## config.mk

```make
export PLATFORM = sky130hd
export DESIGN_NAME = flag_branch_unit
export DESIGN_NICKNAME = d
export VERILOG_FILES = /design/src/rtl/cbu_pkg.sv /design/src/rtl/cbu_compare.sv /design/src/rtl/cbu_flag_sel.sv /design/src/rtl/cbu_branch.sv /design/src/rtl/flag_branch_unit.sv
export SDC_FILE = /design/constraint.sdc
export NUM_CORES = 1
export LEC_CHECK = 0
export ABC_CLOCK_PERIOD_IN_PS = 5400
export BUFFER_PORTS_ARGS = -buffer_cell sky130_fd_sc_hd__clkbuf_2
export CAP_MARGIN = 0
export CORE_ASPECT_RATIO = 0.5
export CORE_MARGIN = 3
export CORE_UTILIZATION = 30
export CTS_BUF_LIST = sky130_fd_sc_hd__clkbuf_8 sky130_fd_sc_hd__clkbuf_16
export DETAILED_ROUTE_END_ITERATION = 6
export SKIP_CTS_REPAIR_TIMING = 1
export SYNTH_ARGS = -nofsm -noshare
export SYNTH_HDL_FRONTEND = slang
export SYNTH_SLANG_ARGS = --single-unit
```

## constraint.sdc

```tcl
create_clock -name clk -period 5.4 [get_ports clk]
set_input_delay 1.62 -clock clk [delete_from_list [all_inputs] [get_ports clk]]
set_output_delay 1.62 -clock clk [all_outputs]
set_load 0.005 [all_outputs]
```

## src/rtl/cbu_pkg.sv

```systemverilog
package cbu_pkg;

    typedef enum logic [3:0] {
        OP_NOP   = 4'd0,
        OP_ADD   = 4'd1,
        OP_CMPEQ = 4'd2,
        OP_CMPGE = 4'd3,
        OP_CMPGT = 4'd4,
        OP_CMPHS = 4'd5,
        OP_CMPHI = 4'd6,
        OP_TST   = 4'd7,
        OP_SETT  = 4'd8,
        OP_CLRT  = 4'd9,
        OP_BT    = 4'd10,
        OP_BF    = 4'd11,
        OP_MOVT  = 4'd12
    } cbu_op_e;

    typedef struct packed {
        logic eq;
        logic ge_s;
        logic gt_s;
        logic hs_u;
        logic hi_u;
        logic and_zero;
    } cmp_res_t;

endpackage

```

## src/rtl/cbu_compare.sv

```systemverilog
module cbu_compare
    import cbu_pkg::*;
#(
    parameter int DATA_W  = 32,
    parameter bit USE_SUB = 1'b1
) (
    input  logic [DATA_W-1:0] a_i,
    input  logic [DATA_W-1:0] b_i,
    output cmp_res_t          res_o
);
    localparam int MSB = DATA_W - 1;

    logic eq, ge_s, hs_u;

    generate
        if (USE_SUB) begin : g_sub
            logic [DATA_W:0] diff;
            logic            borrow;
            logic            ovf;
            logic            lt_s;
            always_comb begin
                diff   = {1'b0, a_i} - {1'b0, b_i};
                borrow = diff[DATA_W];
                ovf    = (a_i[MSB] != b_i[MSB]) && (diff[MSB] != a_i[MSB]);
                lt_s   = diff[MSB] ^ ovf;
                eq     = (diff[MSB:0] == '0);
                hs_u   = !borrow;
                ge_s   = !lt_s;
            end
        end else begin : g_cmp
            always_comb begin
                eq   = (a_i == b_i);
                hs_u = (a_i >= b_i);
                ge_s = ($signed(a_i) >= $signed(b_i));
            end
        end
    endgenerate

    always_comb begin
        res_o.eq       = eq;
        res_o.ge_s     = ge_s;
        res_o.gt_s     = ge_s && !eq;
        res_o.hs_u     = hs_u;
        res_o.hi_u     = hs_u && !eq;
        res_o.and_zero = ((a_i & b_i) == '0);
    end

endmodule

```

## src/rtl/cbu_flag_sel.sv

```systemverilog
module cbu_flag_sel
    import cbu_pkg::*;
(
    input  logic [3:0] op_i,
    input  cmp_res_t   res_i,
    output logic       we_o,
    output logic       val_o
);
    always_comb begin
        we_o  = 1'b1;
        val_o = 1'b0;
        case (op_i)
            OP_CMPEQ: val_o = res_i.eq;
            OP_CMPGE: val_o = res_i.ge_s;
            OP_CMPGT: val_o = res_i.gt_s;
            OP_CMPHS: val_o = res_i.hs_u;
            OP_CMPHI: val_o = res_i.hi_u;
            OP_TST:   val_o = res_i.and_zero;
            OP_SETT:  val_o = 1'b1;
            OP_CLRT:  val_o = 1'b0;
            default:  we_o  = 1'b0;
        endcase
    end

endmodule

```

## src/rtl/cbu_branch.sv

```systemverilog
module cbu_branch
    import cbu_pkg::*;
#(
    parameter int ADDR_W = 32
) (
    input  logic [3:0]        op_i,
    input  logic              t_i,
    input  logic [ADDR_W-1:0] target_i,
    input  logic [ADDR_W-1:0] seq_pc_i,
    output logic              taken_o,
    output logic [ADDR_W-1:0] next_pc_o
);
    always_comb begin
        case (op_i)
            OP_BT:   taken_o = t_i;
            OP_BF:   taken_o = !t_i;
            default: taken_o = 1'b0;
        endcase
        next_pc_o = taken_o ? target_i : seq_pc_i;
    end

endmodule

```

## src/rtl/flag_branch_unit.sv

```systemverilog
module flag_branch_unit
    import cbu_pkg::*;
#(
    parameter int DATA_W  = 32,
    parameter int ADDR_W  = 32,
    parameter bit USE_SUB = 1'b1
) (
    input  logic              clk,
    input  logic              rst_n,
    input  logic              valid_i,
    input  logic [3:0]        op_i,
    input  logic [DATA_W-1:0] rn_i,
    input  logic [DATA_W-1:0] rm_i,
    input  logic [ADDR_W-1:0] target_i,
    input  logic [ADDR_W-1:0] seq_pc_i,
    output logic              t_o,
    output logic              taken_o,
    output logic [ADDR_W-1:0] next_pc_o,
    output logic [DATA_W-1:0] movt_o
);
    typedef struct packed {
        logic              t;
        logic              taken;
        logic [ADDR_W-1:0] next_pc;
        logic [DATA_W-1:0] movt;
    } unit_state_t;

    unit_state_t state_d, state_q;

    cmp_res_t          cmp_res;
    logic              flag_we;
    logic              flag_val;
    logic              br_taken;
    logic [ADDR_W-1:0] br_pc;

    cbu_compare #(
        .DATA_W (DATA_W),
        .USE_SUB(USE_SUB)
    ) u_compare (
        .a_i  (rn_i),
        .b_i  (rm_i),
        .res_o(cmp_res)
    );

    cbu_flag_sel u_flag_sel (
        .op_i (op_i),
        .res_i(cmp_res),
        .we_o (flag_we),
        .val_o(flag_val)
    );

    cbu_branch #(
        .ADDR_W(ADDR_W)
    ) u_branch (
        .op_i     (op_i),
        .t_i      (state_q.t),
        .target_i (target_i),
        .seq_pc_i (seq_pc_i),
        .taken_o  (br_taken),
        .next_pc_o(br_pc)
    );

    always_comb begin
        state_d = state_q;
        if (valid_i) begin
            if (flag_we) begin
                state_d.t = flag_val;
            end
            state_d.taken   = br_taken;
            state_d.next_pc = br_pc;
            if (op_i == OP_MOVT) begin
                state_d.movt = {{(DATA_W-1){1'b0}}, state_q.t};
            end
        end
    end

    always_ff @(posedge clk or negedge rst_n) begin
        if (!rst_n) begin
            state_q <= '0;
        end else begin
            state_q <= state_d;
        end
    end

    assign t_o       = state_q.t;
    assign taken_o   = state_q.taken;
    assign next_pc_o = state_q.next_pc;
    assign movt_o    = state_q.movt;

endmodule

```

==> results.rst <==
.. list-table::
   :header-rows: 1

   * - Metric
     - Value
   * - H-tree depth
     - 2
   * - Flop and latch count out of synthesis
     - 35
   * - Layout Nets
     - 1026
   * - Total clock sinks
     - 35
   * - Number of flops mapped to enable cells by yosys
     - 0
   * - Clock slew at reported path FFs
     - 0.06 ns
   * - Leading cell type in the layout, fill and taps excluded
     - sky130_fd_sc_hd__clkbuf_2
   * - Post-synth top flop
     - sky130_fd_sc_hd__dfrtp_1
   * - Floorplan die width
     - 181 µm
   * - Clock network fraction of design power
     - 25.0%
   * - Cts bufs inserted
     - 5
   * - TritonCTS clock tree
     - built
   * - Final cell utilization of the core
     - 44.6%
   * - Pins over their slew limit
     - 0
   * - Critical Setup Path Class
     - in2reg
   * - Kind of end point of the critical path
     - flop
   * - Vias per std cell
     - 4.80
   * - Total via count after detailed routing
     - 4916
   * - Highest clock frequency the design can meet
     - 171 MHz
   * - Final worst path period need
     - 5.86 ns
   * - Met1 Routed Length
     - 6180 µm
   * - Largest net degree at the start of global routing
     - 68
   * - Maximum clock insertion buffer count
     - 2
   * - Standard-cell rows
     - 31
   * - Proportion of power drawn by combinational gates
     - 47.7%
   * - CP Launch Type
     - input pin
   * - Wire length per cell after detailed routing
     - 13.9 µm
   * - Slew of the pin with the lowest slew margin
     - 0.903 ns
   * - Final standard cell area without fillers
     - 0.00657 mm²
   * - Sw power
     - 0.403 mW
   * - Global route total overflow
     - 0
   * - Count of maximum capacitance violations
     - 0
   * - Met3 wire length
     - 1290 µm
   * - Mean Syn Cell Area
     - 7.90 µm²
   * - Total power per unit cell area
     - 171 mW/mm²
   * - Worst reg2reg setup slack
     - 3.21 ns
   * - Starting DRT DRC Count
     - 195
   * - Sum of net half-perimeters after detailed placement
     - 11900 µm
   * - Int Pwr
     - 0.718 mW
   * - Count of antenna diodes in the layout
     - 0
   * - Final GP Congestion
     - 0.914
   * - Number of port buffers
     - 169
   * - Final count of negative-setup-slack endpoints
     - 1
   * - Area of the placeable core
     - 0.0147 mm²
   * - Total of warnings raised by yosys
     - 0
   * - Worst VDD drop
     - 0.132 mV
   * - Count of boundary I/O pins
     - 201
   * - Wire length of the first global-routing pass
     - 22200 µm
   * - Number of global-route vias before repair
     - 4668
   * - Fraction of final layout cells with drive strength greater than 1
     - 38.7%
   * - Seq pwr share
     - 27.3%
   * - Setup repair after global routing missed its margin
     - yes
   * - Detailed-router iteration count before antenna repair
     - 4
   * - Unique masters post-synth
     - 66
   * - Remaining DRCs
     - 0
   * - Top layer in use
     - met5
   * - Remaining number of nets flagged by the antenna check after routing
     - 0
   * - Final hold vios
     - 0
   * - Total negative setup slack
     - -0.464 ns
   * - Drt total wl
     - 14200 µm
   * - Data arrival time at the worst-slack endpoint
     - 6.02 ns
   * - Global-route total usage across every layer
     - 15.7%
   * - Most used cells in the layout excluding fill and tap cells
     - 166 x sky130_fd_sc_hd__clkbuf_2, 95 x sky130_fd_sc_hd__buf_4, 64 x sky130_fd_sc_hd__a21oi_1
   * - Worst min path class
     - reg2reg
   * - Final worst path period share
     - 109%
   * - Area of the mapped netlist
     - 0.00461 mm²
   * - Fin worst setup slack
     - -0.464 ns
   * - Total die area
     - 0.0170 mm²
   * - Pre-CTS setup slack
     - -0.886 ns
   * - Violations in the final reports
     - setup timing
   * - Post-synthesis sequential area ratio
     - 19.0%
   * - Clock tree root buffer cell
     - sky130_fd_sc_hd__clkbuf_16
   * - Fraction of synthesis flops using an asynchronous set or reset pin
     - 100%
   * - Syn-to-layout area delta
     - 42.4%
   * - Switching power as a share of total power
     - 36.0%
   * - Worst rel slew slack
     - 39.8%
   * - Placement-stage cell area
     - 0.00618 mm²
   * - Gate count of the mapped netlist
     - 584
   * - Starting density of the core
     - 31.3%
   * - Post-route clock skew
     - 0.00263 ns
   * - Clock insertion delay at the later pin of the skew report
     - 0.28 ns
   * - Worst Hold Margin
     - 0.506 ns
   * - Met2 Wirelength
     - 6680 µm
   * - Height of the die
     - 93.7 µm
   * - Run status
     - finished, violations left
   * - Antenna violations before repair
     - 1
   * - Required time of the worst setup path
     - 5.56 ns
   * - Largest fanout on the critical path
     - 3
   * - Static leakage
     - 3.27 nW
[power by group through the flow]
stage	registers, mW	logic (mW)	clock network, mW
after floorplan	0.311	0.291	0
after global placement	0.309	0.499	0
after detailed placement	0.309	0.503	0
after CTS	0.306	0.505	0.293
after global routing	0.309	0.597	0.303
final	0.306	0.535	0.281
[registers in the layout, indices dropped and copies added, names as in the netlist]
register	cells
movt_o	1
next_pc_o	32
t_o	1
taken_o	1
[routing by layer]
layer | track usage (%) | vias to the layer above
met3 | 4.83 | 8
li1 | - | 2486
met1 | 20.7 | 2257
met5 | 0 | -
met2 | 26.1 | 163
met4 | 2.34 | 2
[cell type report]
cell class	instances	area, µm²
Fill cell	1484	8170
Multi-Input combinational cell	474	3550
Timing Repair Buffer	264	1580
Sequential cell	35	876
Tap cell	198	248
Inverter	45	171
Clock buffer	5	125
Clock inverter	3	20.0
[cells by family after synthesis]
family | after synthesis | share of synthesized area (%)
XOR/XNOR | 12 | 2.28
AND/OR/NAND/NOR | 165 | 18.0
flip-flops | 35 | 19.0
AO/OA/AOI/OAI | 159 | 21.8
adder cells (fa/ha/maj) | 66 | 18.2
multiplexers | 41 | 9.06
buffers and inverters | 105 | 11.5
other | 1 | 0.0813
[path summary, 6_finish.rpt]
check | startpoint | endpoint | cells after the start
worst max-delay path | rm_i[20] | t_o | 23
worst min-delay path | taken_o | taken_o | 1
worst max register to register | t_o | next_pc_o[17] | 5
worst min register to register | taken_o | taken_o | 1
max in group asynchronous | rst_n | next_pc_o[1] | 1
min in group asynchronous | rst_n | next_pc_o[18] | 1
[cell usage after synthesis, types with 7 or more instances]
cell type                  number  area share [%]
sky130_fd_sc_hd__a21oi_1       70             7.6
sky130_fd_sc_hd__buf_2         10             1.1
sky130_fd_sc_hd__buf_4         31             5.0
sky130_fd_sc_hd__clkbuf_1      18             1.5
sky130_fd_sc_hd__dfrtp_1       35              19
sky130_fd_sc_hd__ha_1          64              17
sky130_fd_sc_hd__inv_1         45             3.7
sky130_fd_sc_hd__mux2i_1       38             8.2
sky130_fd_sc_hd__nand2_1       35             2.8
sky130_fd_sc_hd__nand2b_1       7            0.95
sky130_fd_sc_hd__nand3_1       16             1.7
sky130_fd_sc_hd__nand4_1        9             1.2
sky130_fd_sc_hd__nor2_1        54             4.4
sky130_fd_sc_hd__nor3_1         7            0.76
sky130_fd_sc_hd__nor4_1         9             1.2
sky130_fd_sc_hd__o21a_1         8             1.3
sky130_fd_sc_hd__o21ai_0       25             2.7
sky130_fd_sc_hd__xnor2_1        7             1.3
[critical path: stages]
cell                        delay [ns]
sky130_fd_sc_hd__clkbuf_2         0.10
sky130_fd_sc_hd__inv_1            0.04
sky130_fd_sc_hd__ha_1             0.31
sky130_fd_sc_hd__nand4_1          0.23
sky130_fd_sc_hd__nor3b_2          0.28
sky130_fd_sc_hd__o21ai_2          0.09
sky130_fd_sc_hd__nand3_2          0.10
sky130_fd_sc_hd__a221oi_4         0.07
sky130_fd_sc_hd__nor2_1           0.11
sky130_fd_sc_hd__o21ai_1          0.08
sky130_fd_sc_hd__nand2b_1         0.09
sky130_fd_sc_hd__a31oi_2          0.10
sky130_fd_sc_hd__fa_1             0.54
sky130_fd_sc_hd__nand3_2          0.08
sky130_fd_sc_hd__a2111oi_2        0.19
sky130_fd_sc_hd__or4b_4           0.52
sky130_fd_sc_hd__nor4_4           0.15
sky130_fd_sc_hd__nand4_1          0.14
sky130_fd_sc_hd__nor4_2           0.25
sky130_fd_sc_hd__nand4_1          0.12
sky130_fd_sc_hd__or4_4            0.57
sky130_fd_sc_hd__o31ai_2          0.19
sky130_fd_sc_hd__a21oi_1          0.06
[per-stage QoR]
stage,cells,power (mW)
final,1024,1.12
after global routing,1024,1.21
after CTS,1021,1.10
after detailed placement,1013,0.812
after global placement,1013,0.807
after floorplan,614,0.602
Note: power is estimated with default switching activity, not from simulation.
